## config.mk

```make
export PLATFORM = sky130hd
export DESIGN_NAME = vpn_xlat_buf
export DESIGN_NICKNAME = d
export VERILOG_FILES = /design/src/rtl/xlat_pkg.sv /design/src/rtl/xlat_match.sv /design/src/rtl/xlat_sel.sv /design/src/rtl/xlat_victim.sv /design/src/rtl/xlat_store.sv /design/src/rtl/vpn_xlat_buf.sv
export SDC_FILE = /design/constraint.sdc
export NUM_CORES = 1
export LEC_CHECK = 0
export BUFFER_PORTS_ARGS = -buffer_cell sky130_fd_sc_hd__buf_2
export CAP_MARGIN = 10
export CORE_MARGIN = 4
export CORE_UTILIZATION = 31
export CTS_BUF_LIST = sky130_fd_sc_hd__clkbuf_8 sky130_fd_sc_hd__clkbuf_16
export CTS_CLUSTER_DIAMETER = 80
export DETAILED_ROUTE_END_ITERATION = 7
export GPL_TIMING_DRIVEN = 0
export SYNTH_ARGS = -nofsm -noshare
export SYNTH_HDL_FRONTEND = slang
export SYNTH_SLANG_ARGS = --single-unit
```

## constraint.sdc

```tcl
create_clock -name clk -period 3.59 [get_ports clk]
set_input_delay 0.1795 -clock clk [delete_from_list [all_inputs] [get_ports clk]]
set_output_delay 0.1795 -clock clk [all_outputs]
set_load 0.01 [all_outputs]
```

## src/rtl/xlat_pkg.sv

```systemverilog
package xlat_pkg;

    localparam int VPN_W  = 20;
    localparam int PPN_W  = 18;
    localparam int PID_W  = 6;
    localparam int PERM_W = 3;

    typedef struct packed {
        logic              valid;
        logic [PID_W-1:0]  pid;
        logic [VPN_W-1:0]  vpn;
        logic [PPN_W-1:0]  ppn;
        logic [PERM_W-1:0] perm;
        logic              dirty;
    } xlat_entry_t;

    typedef struct packed {
        logic              hit;
        logic [PPN_W-1:0]  ppn;
        logic [PERM_W-1:0] perm;
        logic              dirty;
    } xlat_resp_t;

    function automatic logic entry_hits(input xlat_entry_t e,
                                        input logic [VPN_W-1:0] vpn,
                                        input logic [PID_W-1:0] pid);
        return e.valid && (e.vpn == vpn) && (e.pid == pid);
    endfunction

    function automatic xlat_entry_t make_entry(input logic [VPN_W-1:0] vpn,
                                               input logic [PID_W-1:0] pid,
                                               input logic [PPN_W-1:0] ppn,
                                               input logic [PERM_W-1:0] perm);
        xlat_entry_t e;
        e.valid = 1'b1;
        e.pid   = pid;
        e.vpn   = vpn;
        e.ppn   = ppn;
        e.perm  = perm;
        e.dirty = 1'b0;
        return e;
    endfunction

endpackage

```

## src/rtl/xlat_match.sv

```systemverilog
module xlat_match
    import xlat_pkg::*;
#(
    parameter int N = 8
) (
    input  xlat_entry_t [N-1:0] ents,
    input  logic [VPN_W-1:0]    q_vpn,
    input  logic [PID_W-1:0]    q_pid,
    output logic [N-1:0]        hit_vec
);

    for (genvar i = 0; i < N; i++) begin : g_cmp
        assign hit_vec[i] = entry_hits(ents[i], q_vpn, q_pid);
    end

endmodule

```

## src/rtl/xlat_sel.sv

```systemverilog
module xlat_sel
    import xlat_pkg::*;
#(
    parameter int N = 8
) (
    input  xlat_entry_t [N-1:0] ents,
    input  logic [N-1:0]        hit_vec,
    output xlat_resp_t          resp
);

    // AND-OR read mux: relies on at most one matching entry.
    always_comb begin
        resp = '0;
        for (int i = 0; i < N; i++) begin
            if (hit_vec[i]) begin
                resp.hit   = 1'b1;
                resp.ppn   = resp.ppn  | ents[i].ppn;
                resp.perm  = resp.perm | ents[i].perm;
                resp.dirty = resp.dirty | ents[i].dirty;
            end
        end
    end

endmodule

```

## src/rtl/xlat_victim.sv

```systemverilog
module xlat_victim #(
    parameter int N     = 8,
    parameter int IDX_W = 3
) (
    input  logic             clk,
    input  logic             rst,
    input  logic             fill_valid,
    input  logic [N-1:0]     valid_vec,
    input  logic [N-1:0]     dup_vec,
    output logic [IDX_W-1:0] victim
);

    localparam logic [IDX_W-1:0] LAST_IDX = IDX_W'(N - 1);

    logic [IDX_W-1:0] rr_ptr;
    logic             need_evict;

    assign need_evict = fill_valid && !(|dup_vec) && (&valid_vec);

    always_comb begin
        victim = rr_ptr;
        if (|dup_vec) begin
            for (int i = 0; i < N; i++) begin
                if (dup_vec[i]) victim = IDX_W'(i);
            end
        end else begin
            // descending scan so the lowest empty slot is assigned last
            for (int i = N - 1; i >= 0; i--) begin
                if (!valid_vec[i]) victim = IDX_W'(i);
            end
        end
    end

    always_ff @(posedge clk) begin
        if (rst) begin
            rr_ptr <= '0;
        end else if (need_evict) begin
            rr_ptr <= (rr_ptr == LAST_IDX) ? '0 : rr_ptr + 1'b1;
        end
    end

endmodule

```

## src/rtl/xlat_store.sv

```systemverilog
module xlat_store
    import xlat_pkg::*;
#(
    parameter int N     = 8,
    parameter int IDX_W = 3
) (
    input  logic                clk,
    input  logic                rst,
    input  logic [N-1:0]        set_dirty_vec,
    input  logic                flush_valid,
    input  logic                flush_all,
    input  logic [PID_W-1:0]    flush_pid,
    input  logic                fill_valid,
    input  logic [IDX_W-1:0]    fill_idx,
    input  xlat_entry_t         fill_entry,
    output xlat_entry_t [N-1:0] ents
);

    // Update order within one edge: dirty mark, then flush, then refill.
    always_ff @(posedge clk) begin
        if (rst) begin
            ents <= '0;
        end else begin
            for (int i = 0; i < N; i++) begin
                if (set_dirty_vec[i]) begin
                    ents[i].dirty <= 1'b1;
                end
                if (flush_valid && (flush_all || ents[i].pid == flush_pid)) begin
                    ents[i].valid <= 1'b0;
                end
            end
            if (fill_valid) begin
                ents[fill_idx] <= fill_entry;
            end
        end
    end

endmodule

```

## src/rtl/vpn_xlat_buf.sv

```systemverilog
module vpn_xlat_buf
    import xlat_pkg::*;
#(
    parameter int NUM_ENTRIES = 8
) (
    input  logic              clk,
    input  logic              rst,
    input  logic              lk_valid,
    input  logic [VPN_W-1:0]  lk_vpn,
    input  logic [PID_W-1:0]  lk_pid,
    input  logic              lk_is_write,
    output logic              rsp_valid,
    output logic              rsp_hit,
    output logic [PPN_W-1:0]  rsp_ppn,
    output logic [PERM_W-1:0] rsp_perm,
    output logic              rsp_dirty,
    input  logic              fill_valid,
    input  logic [VPN_W-1:0]  fill_vpn,
    input  logic [PID_W-1:0]  fill_pid,
    input  logic [PPN_W-1:0]  fill_ppn,
    input  logic [PERM_W-1:0] fill_perm,
    input  logic              flush_valid,
    input  logic              flush_all,
    input  logic [PID_W-1:0]  flush_pid
);

    localparam int IDX_W = (NUM_ENTRIES > 1) ? $clog2(NUM_ENTRIES) : 1;

    xlat_entry_t [NUM_ENTRIES-1:0] ents;
    logic [NUM_ENTRIES-1:0]        lk_hit_vec;
    logic [NUM_ENTRIES-1:0]        fill_dup_vec;
    logic [NUM_ENTRIES-1:0]        valid_vec;
    logic [NUM_ENTRIES-1:0]        set_dirty_vec;
    logic [IDX_W-1:0]              fill_idx;
    xlat_resp_t                    lk_resp;
    xlat_entry_t                   fill_entry;

    for (genvar i = 0; i < NUM_ENTRIES; i++) begin : g_valid
        assign valid_vec[i] = ents[i].valid;
    end

    assign set_dirty_vec = (lk_valid && lk_is_write) ? lk_hit_vec : '0;
    assign fill_entry    = make_entry(fill_vpn, fill_pid, fill_ppn, fill_perm);

    xlat_match #(.N(NUM_ENTRIES)) u_lk_match (
        .ents    (ents),
        .q_vpn   (lk_vpn),
        .q_pid   (lk_pid),
        .hit_vec (lk_hit_vec)
    );

    xlat_match #(.N(NUM_ENTRIES)) u_fill_match (
        .ents    (ents),
        .q_vpn   (fill_vpn),
        .q_pid   (fill_pid),
        .hit_vec (fill_dup_vec)
    );

    xlat_sel #(.N(NUM_ENTRIES)) u_sel (
        .ents    (ents),
        .hit_vec (lk_hit_vec),
        .resp    (lk_resp)
    );

    xlat_victim #(.N(NUM_ENTRIES), .IDX_W(IDX_W)) u_victim (
        .clk        (clk),
        .rst        (rst),
        .fill_valid (fill_valid),
        .valid_vec  (valid_vec),
        .dup_vec    (fill_dup_vec),
        .victim     (fill_idx)
    );

    xlat_store #(.N(NUM_ENTRIES), .IDX_W(IDX_W)) u_store (
        .clk           (clk),
        .rst           (rst),
        .set_dirty_vec (set_dirty_vec),
        .flush_valid   (flush_valid),
        .flush_all     (flush_all),
        .flush_pid     (flush_pid),
        .fill_valid    (fill_valid),
        .fill_idx      (fill_idx),
        .fill_entry    (fill_entry),
        .ents          (ents)
    );

    always_ff @(posedge clk) begin
        if (rst) begin
            rsp_valid <= 1'b0;
            rsp_hit   <= 1'b0;
            rsp_ppn   <= '0;
            rsp_perm  <= '0;
            rsp_dirty <= 1'b0;
        end else begin
            rsp_valid <= lk_valid;
            rsp_hit   <= lk_valid && lk_resp.hit;
            rsp_ppn   <= lk_valid ? lk_resp.ppn  : '0;
            rsp_perm  <= lk_valid ? lk_resp.perm : '0;
            rsp_dirty <= lk_valid && lk_resp.hit && (lk_resp.dirty || lk_is_write);
        end
    end

endmodule

```

==> metrics.md, run 1 <==
| Metric | Value |
|---|---|
| Status | `finished, violations left` |
| Violated checks | `negative setup slack` |
| CP Data Arrival Time | `~4.2 ns` |
| CP Launch Type | `flip-flop` |
| Area after DPL | `roughly 24000 um2` |
| Worst-Skew Late Latency | `around 0.60 ns` |
| Top cells by area, synth | `dfxtp_1 (37%), mux2i_1 (17%), xnor2_1 (13%)` |
| Yosys top cell by area | `dfxtp_1` |
| Max IR drop VDD | `around 0.00030 V` |
| Antenna-violating nets left | `0` |
| DR top layer | `met5` |
| Final Util | `a little over a third` |
| Most frequent cells in the layout | `nand2b_1 (424), dfxtp_1 (418), mux2i_1 (379)` |
| Ports | `110` |
| Maximum clock rate | `268 MHz` |
| Commonest non-fill, non-tap cell in the layout | `nand2b_1` |
| DP Wirelength | `~65 mm` |
| Final setup vio count | `5` |
| Post-route DRC | `0` |
| Initial antenna violation count | `4` |
| Core ar. | `71500 um2` |
| CTS Root Cell | `clkbuf_16` |
| Syn avg cell area | `roughly 10 um2` |
| Layout Nets | `~2500` |
| Detailed Route WL | `about 91 mm` |
| Netlist Area Pre-Place | `22400 um2` |
| Port bufs | `50` |
| Die W | `roughly 280 um` |
| Via count | `between 15000 and 20000` |
| Data required, critical path | `4.08 ns` |
| Starting Density | `between 30% and 40%` |
| Setup ws final | `-0.138 ns` |
| Vias in the first global route | `18000` |
| Share of layout cells above drive strength 1 | `10.3%` |
| Setup TNS | `-0.273 ns` |
| Leak | `10.5 nW` |
| Worst rel slew slack | `~24%` |
| Num Clock Sinks | `between 400 and 500` |
| Clock Skew | `between 0.02 and 0.025 ns` |
| Router iterations before antenna repair | `5` |
| CP Max Fanout | `10` |
| Worst Tran Pin Value | `between 1 and 1.5 ns` |
| Die height | `between 200 and 300 um` |
| Final Critical Period | `between 3 and 4 ns` |
| Overall routing resource usage | `between 20% and 30%` |
| Slew Limit Fails | `0` |
| Met2 Routed Length | `between 40 and 50 mm` |
| H-tree depth | `2` |
| # rows | `98` |
| CTS tree | `done` |
| Seq/Total Area, Yosys | `a little under two fifths` |
| Clock buffer count from CTS | `between 40 and 50` |
| Mapped Cells | `around 2300` |
| Syn. warnings | `0` |
| Grt ovf | `0` |
| DRT iter0 DRCs | `1933` |
| Synth top area share | `a little under two fifths` |
| Largest net degree at the start of global routing | `15` |
| Max Root-Sink Buffers | `3` |
| Asr flop ratio synth | `0%` |
| Kind of critical path | `reg2reg` |
| Routed metal-1 wirelength | `39.0 mm` |
| Final Hold Vio Count | `0` |
| Synth Net Count | `2364` |
| Worst slack, placed | `-0.390 ns` |
| CTS clk-pin slew, worst paths | `0.06 ns` |
| Max-cap viol count | `0` |
| Netlist cell types | `46` |
| EDFF count, synth | `0` |
| Cell Pwr Density | `440 nW/um2` |
| Unrepaired setup endpoints after global routing | `yes` |
| Gpl congestion | `between 0.9 and 1` |
| Synthesis-stage register bit count | `between 400 and 500` |
| Tightest Hold Check Type | `in2reg` |
| CP endpoint kind | `flip-flop` |
| Finished Cell Area | `about 26000 um2` |
| DR WL met3 | `about 8.0 mm` |
| Die area | `between 70000 and 80000 um2` |
| Global-route wire length before repair | `roughly 130 mm` |
| Most used DFF post-synth | `dfxtp_1` |
| Final worst-path cycle share | `104%` |
| Via density per instance | `between 5 and 6` |
| DR WL/cell | `27.0 um` |
| Area Growth Syn to Fin | `14.8%` |
-- layer usage --
layer  track usage, %  vias up
met5                0        -
met4             9.31        2
met3             4.96      224
met2             35.7      887
met1             30.4     8900
li1                 -     7954
-- synthesized netlist by cell type (23+ instances only) --
cell      number
nand4_1       98
xnor2_1      339
buf_4         44
nand2b_1     424
a22oi_1       44
mux2i_1      379
dfxtp_1      419
clkbuf_1      69
xor2_1       125
nor4_1        38
a31oi_1       23
buf_1         51
buf_2         50
-- cells by family after synthesis --
| family | Yosys count | share of synthesized area (%) |
|---|---|---|
| buffers and inverters | 220 | 4.77 |
| flip-flops | 419 | 37.5 |
| AO/OA/AOI/OAI | 150 | 4.84 |
| adder cells (fa/ha/maj) | 2 | 0.112 |
| multiplexers | 379 | 16.9 |
| AND/OR/NAND/NOR | 642 | 17.7 |
| XOR/XNOR | 464 | 18.2 |
-- worst max-delay path, stage by stage (launching register included) --
cell and delay (ns):
dfxtp_1 0.33, xnor2_1 0.51, nand4_1 0.17, or4_1 0.56, nor4_2 0.42, buf_6 0.22
clkbuf_1 0.70, a22oi_1 0.17, and3_1 0.26, a21boi_1 0.27
-- where the power goes --
part | switching (W) | internal (W)
sequential | 0.0000830 | 0.00472
combinational | 0.000741 | 0.000436
clock | 0.00211 | 0.00322
total | 0.00294 | 0.00837
-- layout make-up --
cell class / instances / area (um2)
sequential: 419 / 8390
buffer: 216 / 1080
tap: 950 / 1190
antenna: 2 / 5.00
clock inverter: 31 / 429
fill: 7184 / 45800
timing repair buffer: 65 / 378
clock buffer: 52 / 1240
inverter: 4 / 15.0
multi-input combinational: 1637 / 13000
-- repair_timing --
item	CTS	global route
hold buffers	4	0
hold endpoints to repair	4	0
pin swaps	2	2
gates resized for setup	4	8
gates cloned	0	0
endpoints found under the setup margin	114	313
setup buffers	2	2
-- metrics by stage --
step / std cells / hold slack (ns) / total power, W
after CTS: 3372 / 0.0723 / 0.0113
after global routing: 3374 / 0.117 / 0.0115
after detailed placement: 3283 / 0.465 / 0.00604
final: 3376 / 0.0849 / 0.0113
after floorplan: 2276 / 0.331 / 0.00561
after global placement: 3276 / 0.458 / 0.00603
-- final timing paths --
| kind | startpoint | endpoint | slack, ns | depth (start not counted) |
|---|---|---|---|---|
| max | flip-flop | rsp_dirty | -0.14 | 9 |
| min | fill_ppn[11] | flip-flop | 0.08 | 4 |
| max reg2reg | flip-flop | rsp_dirty | -0.14 | 9 |
| min reg2reg | flip-flop | flip-flop | 0.48 | 2 |
Note: power is estimated with default switching activity, not from simulation.
==> run 2: changes to the inputs <==
--- a/config.mk
+++ b/config.mk
@@ -5,6 +5,7 @@
 export SDC_FILE = /design/constraint.sdc
 export NUM_CORES = 1
 export LEC_CHECK = 0
+export ABC_AREA = 1
 export BUFFER_PORTS_ARGS = -buffer_cell sky130_fd_sc_hd__buf_2
 export CAP_MARGIN = 10
 export CORE_MARGIN = 4
==> constraint.sdc (replaced) <==
create_clock -name clk -period 3.5 [get_ports clk]
set_input_delay 0.175 -clock clk [delete_from_list [all_inputs] [get_ports clk]]
set_output_delay 0.175 -clock clk [all_outputs]
set_load 0.01 [all_outputs]
==> run 2 against run 1 <==
Effect of this change: the run ends with design-rule violations, negative setup slack left; global-route usage is 13 points higher; clock-buffer cell count is 10 higher; non-clock buffer count up 113; sequential cell count stayed put; via count is 86% higher; power increased by 20%; worst hold slack got worse by 0.070 ns; critical path depth rose by 4; clock skew increased by 0.0044 ns; sequential share of layout area fell by 6.0 points; largest cell class unchanged.
==> metrics.md, run 2 <==
| Metric | Value |
|---|---|
| Status | `finished, violations left` |
| Violated checks | `design-rule violations, negative setup slack` |
| Die height | `305 um (+10%)` |
| Clock buffer count from CTS | `53 (+15%)` |
| Antenna-violating nets left | `0 (unchanged)` |
| DR WL/cell | `29.6 um (+9.7%)` |
| Router iterations before antenna repair | `8 (+3)` |
| Top cells by area, synth | `dfxtp_1 (31%), nand2_1 (19%), nor2_1 (8.7%)` |
| Via density per instance | `5.68 (+6.6%)` |
| Worst slack, placed | `-1.51 ns (-1.12 ns)` |
| Slew Limit Fails | `0 (unchanged)` |
| Final Critical Period | `around 3.6 ns` |
| Leak | `14.0 nW (+33%)` |
| Final worst-path cycle share | `104%` |
| Worst rel slew slack | `14.0% (-10 points)` |
| CP Data Arrival Time | `4.17 ns (-0.04 ns)` |
| Hold Slack | `0.0146 ns (-0.0703 ns)` |
| Gpl congestion | `1.09 (+13%)` |
| Worst Tran Pin Value | `1.29 ns (+0.153 ns)` |
| CP startpoint | `lk_vpn[15]` |
| Detailed Route WL | `175 mm (+92%)` |
| Setup ws final | `-0.124 ns (+0.0142 ns)` |
| CTS tree | `done` |
| Data required, critical path | `4.05 ns (-0.03 ns)` |
| CP Cell Sequence | `buf_2 > clkbuf_1 > o22ai_1 > nor2_1 > o2111ai_1 > nor2_1 > nand3b_1 > nor2_1 > inv_1 > clkbuf_1 > o22ai_1 > nor2_1 > a21oi_1` |
| Netlist Area Pre-Place | `27300 um2 (+22%)` |
| Starting Density | `31.4% (+0.040 points)` |
| Commonest non-fill, non-tap cell in the layout | `nand2_1` |
| Global-route wire length before repair | `237 mm (+84%)` |
| Asr flop ratio synth | `0% (unchanged)` |
| R2r worst-path depth | `9 (unchanged)` |
| CP Max Fanout | `10 (unchanged)` |
| Kind of critical path | `in2reg` |
| RR Endpoint | `rsp_ppn[1]` |
| Max incr delay on CP | `0.95 ns (+0.25 ns)` |
| DP Wirelength | `126 mm (+92%)` |
| Initial antenna violation count | `13 (+9)` |
| CTS Root Cell | `clkbuf_16` |
| Most common cell in the netlist | `nand2_1` |
| Yosys top cell by area | `dfxtp_1` |
| Synthesis-stage register bit count | `419 (unchanged)` |
| CP Launch Type | `primary input` |
| Hold path start | `fill_perm[1]` |
| Final Util | `36.2% (+0.23 points)` |
| Layout Nets | `4775 (+93%)` |
| Syn. warnings | `0 (unchanged)` |
| Max-cap viol count | `0 (unchanged)` |
| Synth top area share | `30.7% (-6.7 points)` |
| DRT iter0 DRCs | `5521 (+190%)` |
| Fillers | `9843 (+37%)` |
| Top post-synthesis cells by count | `nand2_1 (1375), nor2_1 (632), inv_1 (558)` |
| Cell Pwr Density | `432 nW/um2 (-1.7%)` |
| Share of layout cells above drive strength 1 | `9.47% (-0.84 points)` |
| EDFF count, synth | `0 (unchanged)` |
| H-tree depth | `2 (unchanged)` |
| Die W | `305 um (+10%)` |
| Largest net degree at the start of global routing | `17 (+2)` |
| Most frequent cells in the layout | `nand2_1 (1367), nor2_1 (627), inv_1 (559)` |
| CP endpoint kind | `flip-flop` |
| Grt ovf | `0 (unchanged)` |
| Final Hold Vio Count | `0 (unchanged)` |
| Flop2flop setup slack | `-0.02 ns (+0.12 ns)` |
| WP buf/inv | `4 (+2)` |
| Syn avg cell area | `6.00 um2 (-39%)` |
| Area Growth Syn to Fin | `15.4%` |
| Port bufs | `59 (+18%)` |
| Hold depth | `5 (+1)` |
| Worst-Skew Late Latency | `0.67 ns (+0.07 ns)` |
| Synth Net Count | `4636 (+96%)` |
| Clock Skew | `0.0263 ns (+0.00436 ns)` |
| Worst reg2reg startpoint | `u_store.ents[391]` |
| Netlist cell types | `45 (-2.2%)` |
| Seq/Total Area, Yosys | `30.7% (-6.7 points)` |
| Max IR drop VDD | `0.000574 V (+94%)` |
| Die area | `92800 um2 (+21%)` |
| Most used DFF post-synth | `dfxtp_1` |
| Setup TNS | `-0.225 ns (+0.0473 ns)` |
| Overall routing resource usage | `35.9% (+13 points)` |
| CTS clk-pin slew, worst paths | `0.06 ns (about the same)` |
| Vias in the first global route | `30200 (+68%)` |
| Mapped Cells | `4548 (+100%)` |
| Via count | `33500 (+86%)` |
| Most frequent cell on the critical path | `nor2_1` |
| Ports | `110 (unchanged)` |
| Tightest Hold Check Type | `in2reg` |
| Total chip power | `0.0136 W (+20%)` |
| Core ar. | `87000 um2 (+22%)` |
| Post-route DRC | `4 (+4)` |
| Final setup vio count | `4 (-1)` |
| # rows | `108 (+10%)` |
| Cell family with most CP delay | `buffers and inverters` |
| Max Root-Sink Buffers | `3 (unchanged)` |
| CP max stage cell | `clkbuf_1` |
| Maximum clock rate | `276 MHz` |
| Num Clock Sinks | `419 (unchanged)` |
-- run 2: changes by cell type in the layout (fill, tap and decap cells not counted), moves of 44 or more --
cell	change
mux2i_1	-379
nor2_1	+617
xnor2_1	-286
o21ai_0	+75
o22ai_1	+122
nand2_1	+1352
nand3_1	+231
a22oi_1	-44
a21oi_1	+214
inv_1	+548
nand2b_1	-424
nand4_1	+180
xor2_1	-59
-- run 2: through the flow --
stage | area (um2) | instances
floorplan | 27300 | 4548
global placement | 29000 | 5762
detailed placement | 29200 | 5771
CTS | 31400 | 5881
global route | 31500 | 5886
finish | 31500 | 5895
-- run 2: metal layers --
layer / track usage [%] / vias to the layer above / part of all wire [%] / wire [um]
li1: - / 14800 / - / -
met1: 44.9 / 15500 / 38 / 65600
met2: 52.5 / 2484 / 41 / 71400
met3: 10.8 / 681 / 13 / 22500
met4: 25.9 / 8 / 8.7 / 15200
met5: 0 / - / 0.026 / 46
-- run 2: final cells by class --
cell class	count	area, um2	area share (%)
Antenna cell	9	22.5	0.0715
Buffer	308	1810	5.74
Clock buffer	62	1450	4.60
Clock inverter	37	533	1.69
Inverter	590	2250	7.15
Multi-Input combinational cell	3229	15000	47.5
Sequential cell	419	8400	26.7
Tap cell	1155	1450	4.59
Timing Repair Buffer	86	628	1.99
-- run 2: worst max-delay path by stage --
stage	to	slack, ns	depth (start not counted)
finish	rsp_ppn[1]	-0.12	13
global route	flip-flop	-0.02	19
CTS	flip-flop	0.003	19
detailed placement	rsp_ppn[2]	-1.51	14
global placement	rsp_ppn[2]	-1.48	14
floorplan	flip-flop	1.33	20
-- run 2: kinds of logic after synthesis --
kind of cell	synth area share (%)
adders and majority gates	0.0917
and+or+nand+nor	40.4
DFF	30.7
xor gates and xnor gates	3.79
AOI/OAI and AO/OA	10.4
buffers and inverters	14.6
-- run 2: worst min-delay path: stages --
cell,delay [ns]
buf_2,0.08
inv_1,0.15
nand3_1,0.13
nand2_1,0.05
nor2_1,0.07
-- run 2: timing repair --
item / 4_1_cts / 5_1_grt
hold buffers: 10 / 0
cloned: 0 / 0
resized for setup: 37 / 31
buffers inserted: 3 / 5
hold endpoints to repair: 34 / 0
endpoints found under the setup margin: 389 / 315
pin swaps: 3 / 4
-- run 2: power by group --
group	total, W	internal [W]	leakage [nW]	switching [W]
combinational	0.00234	0.000570	9.63	0.00177
clock	0.00629	0.00374	0.966	0.00255
sequential	0.00500	0.00487	3.39	0.000128
total	0.0136	0.00917	14.0	0.00445
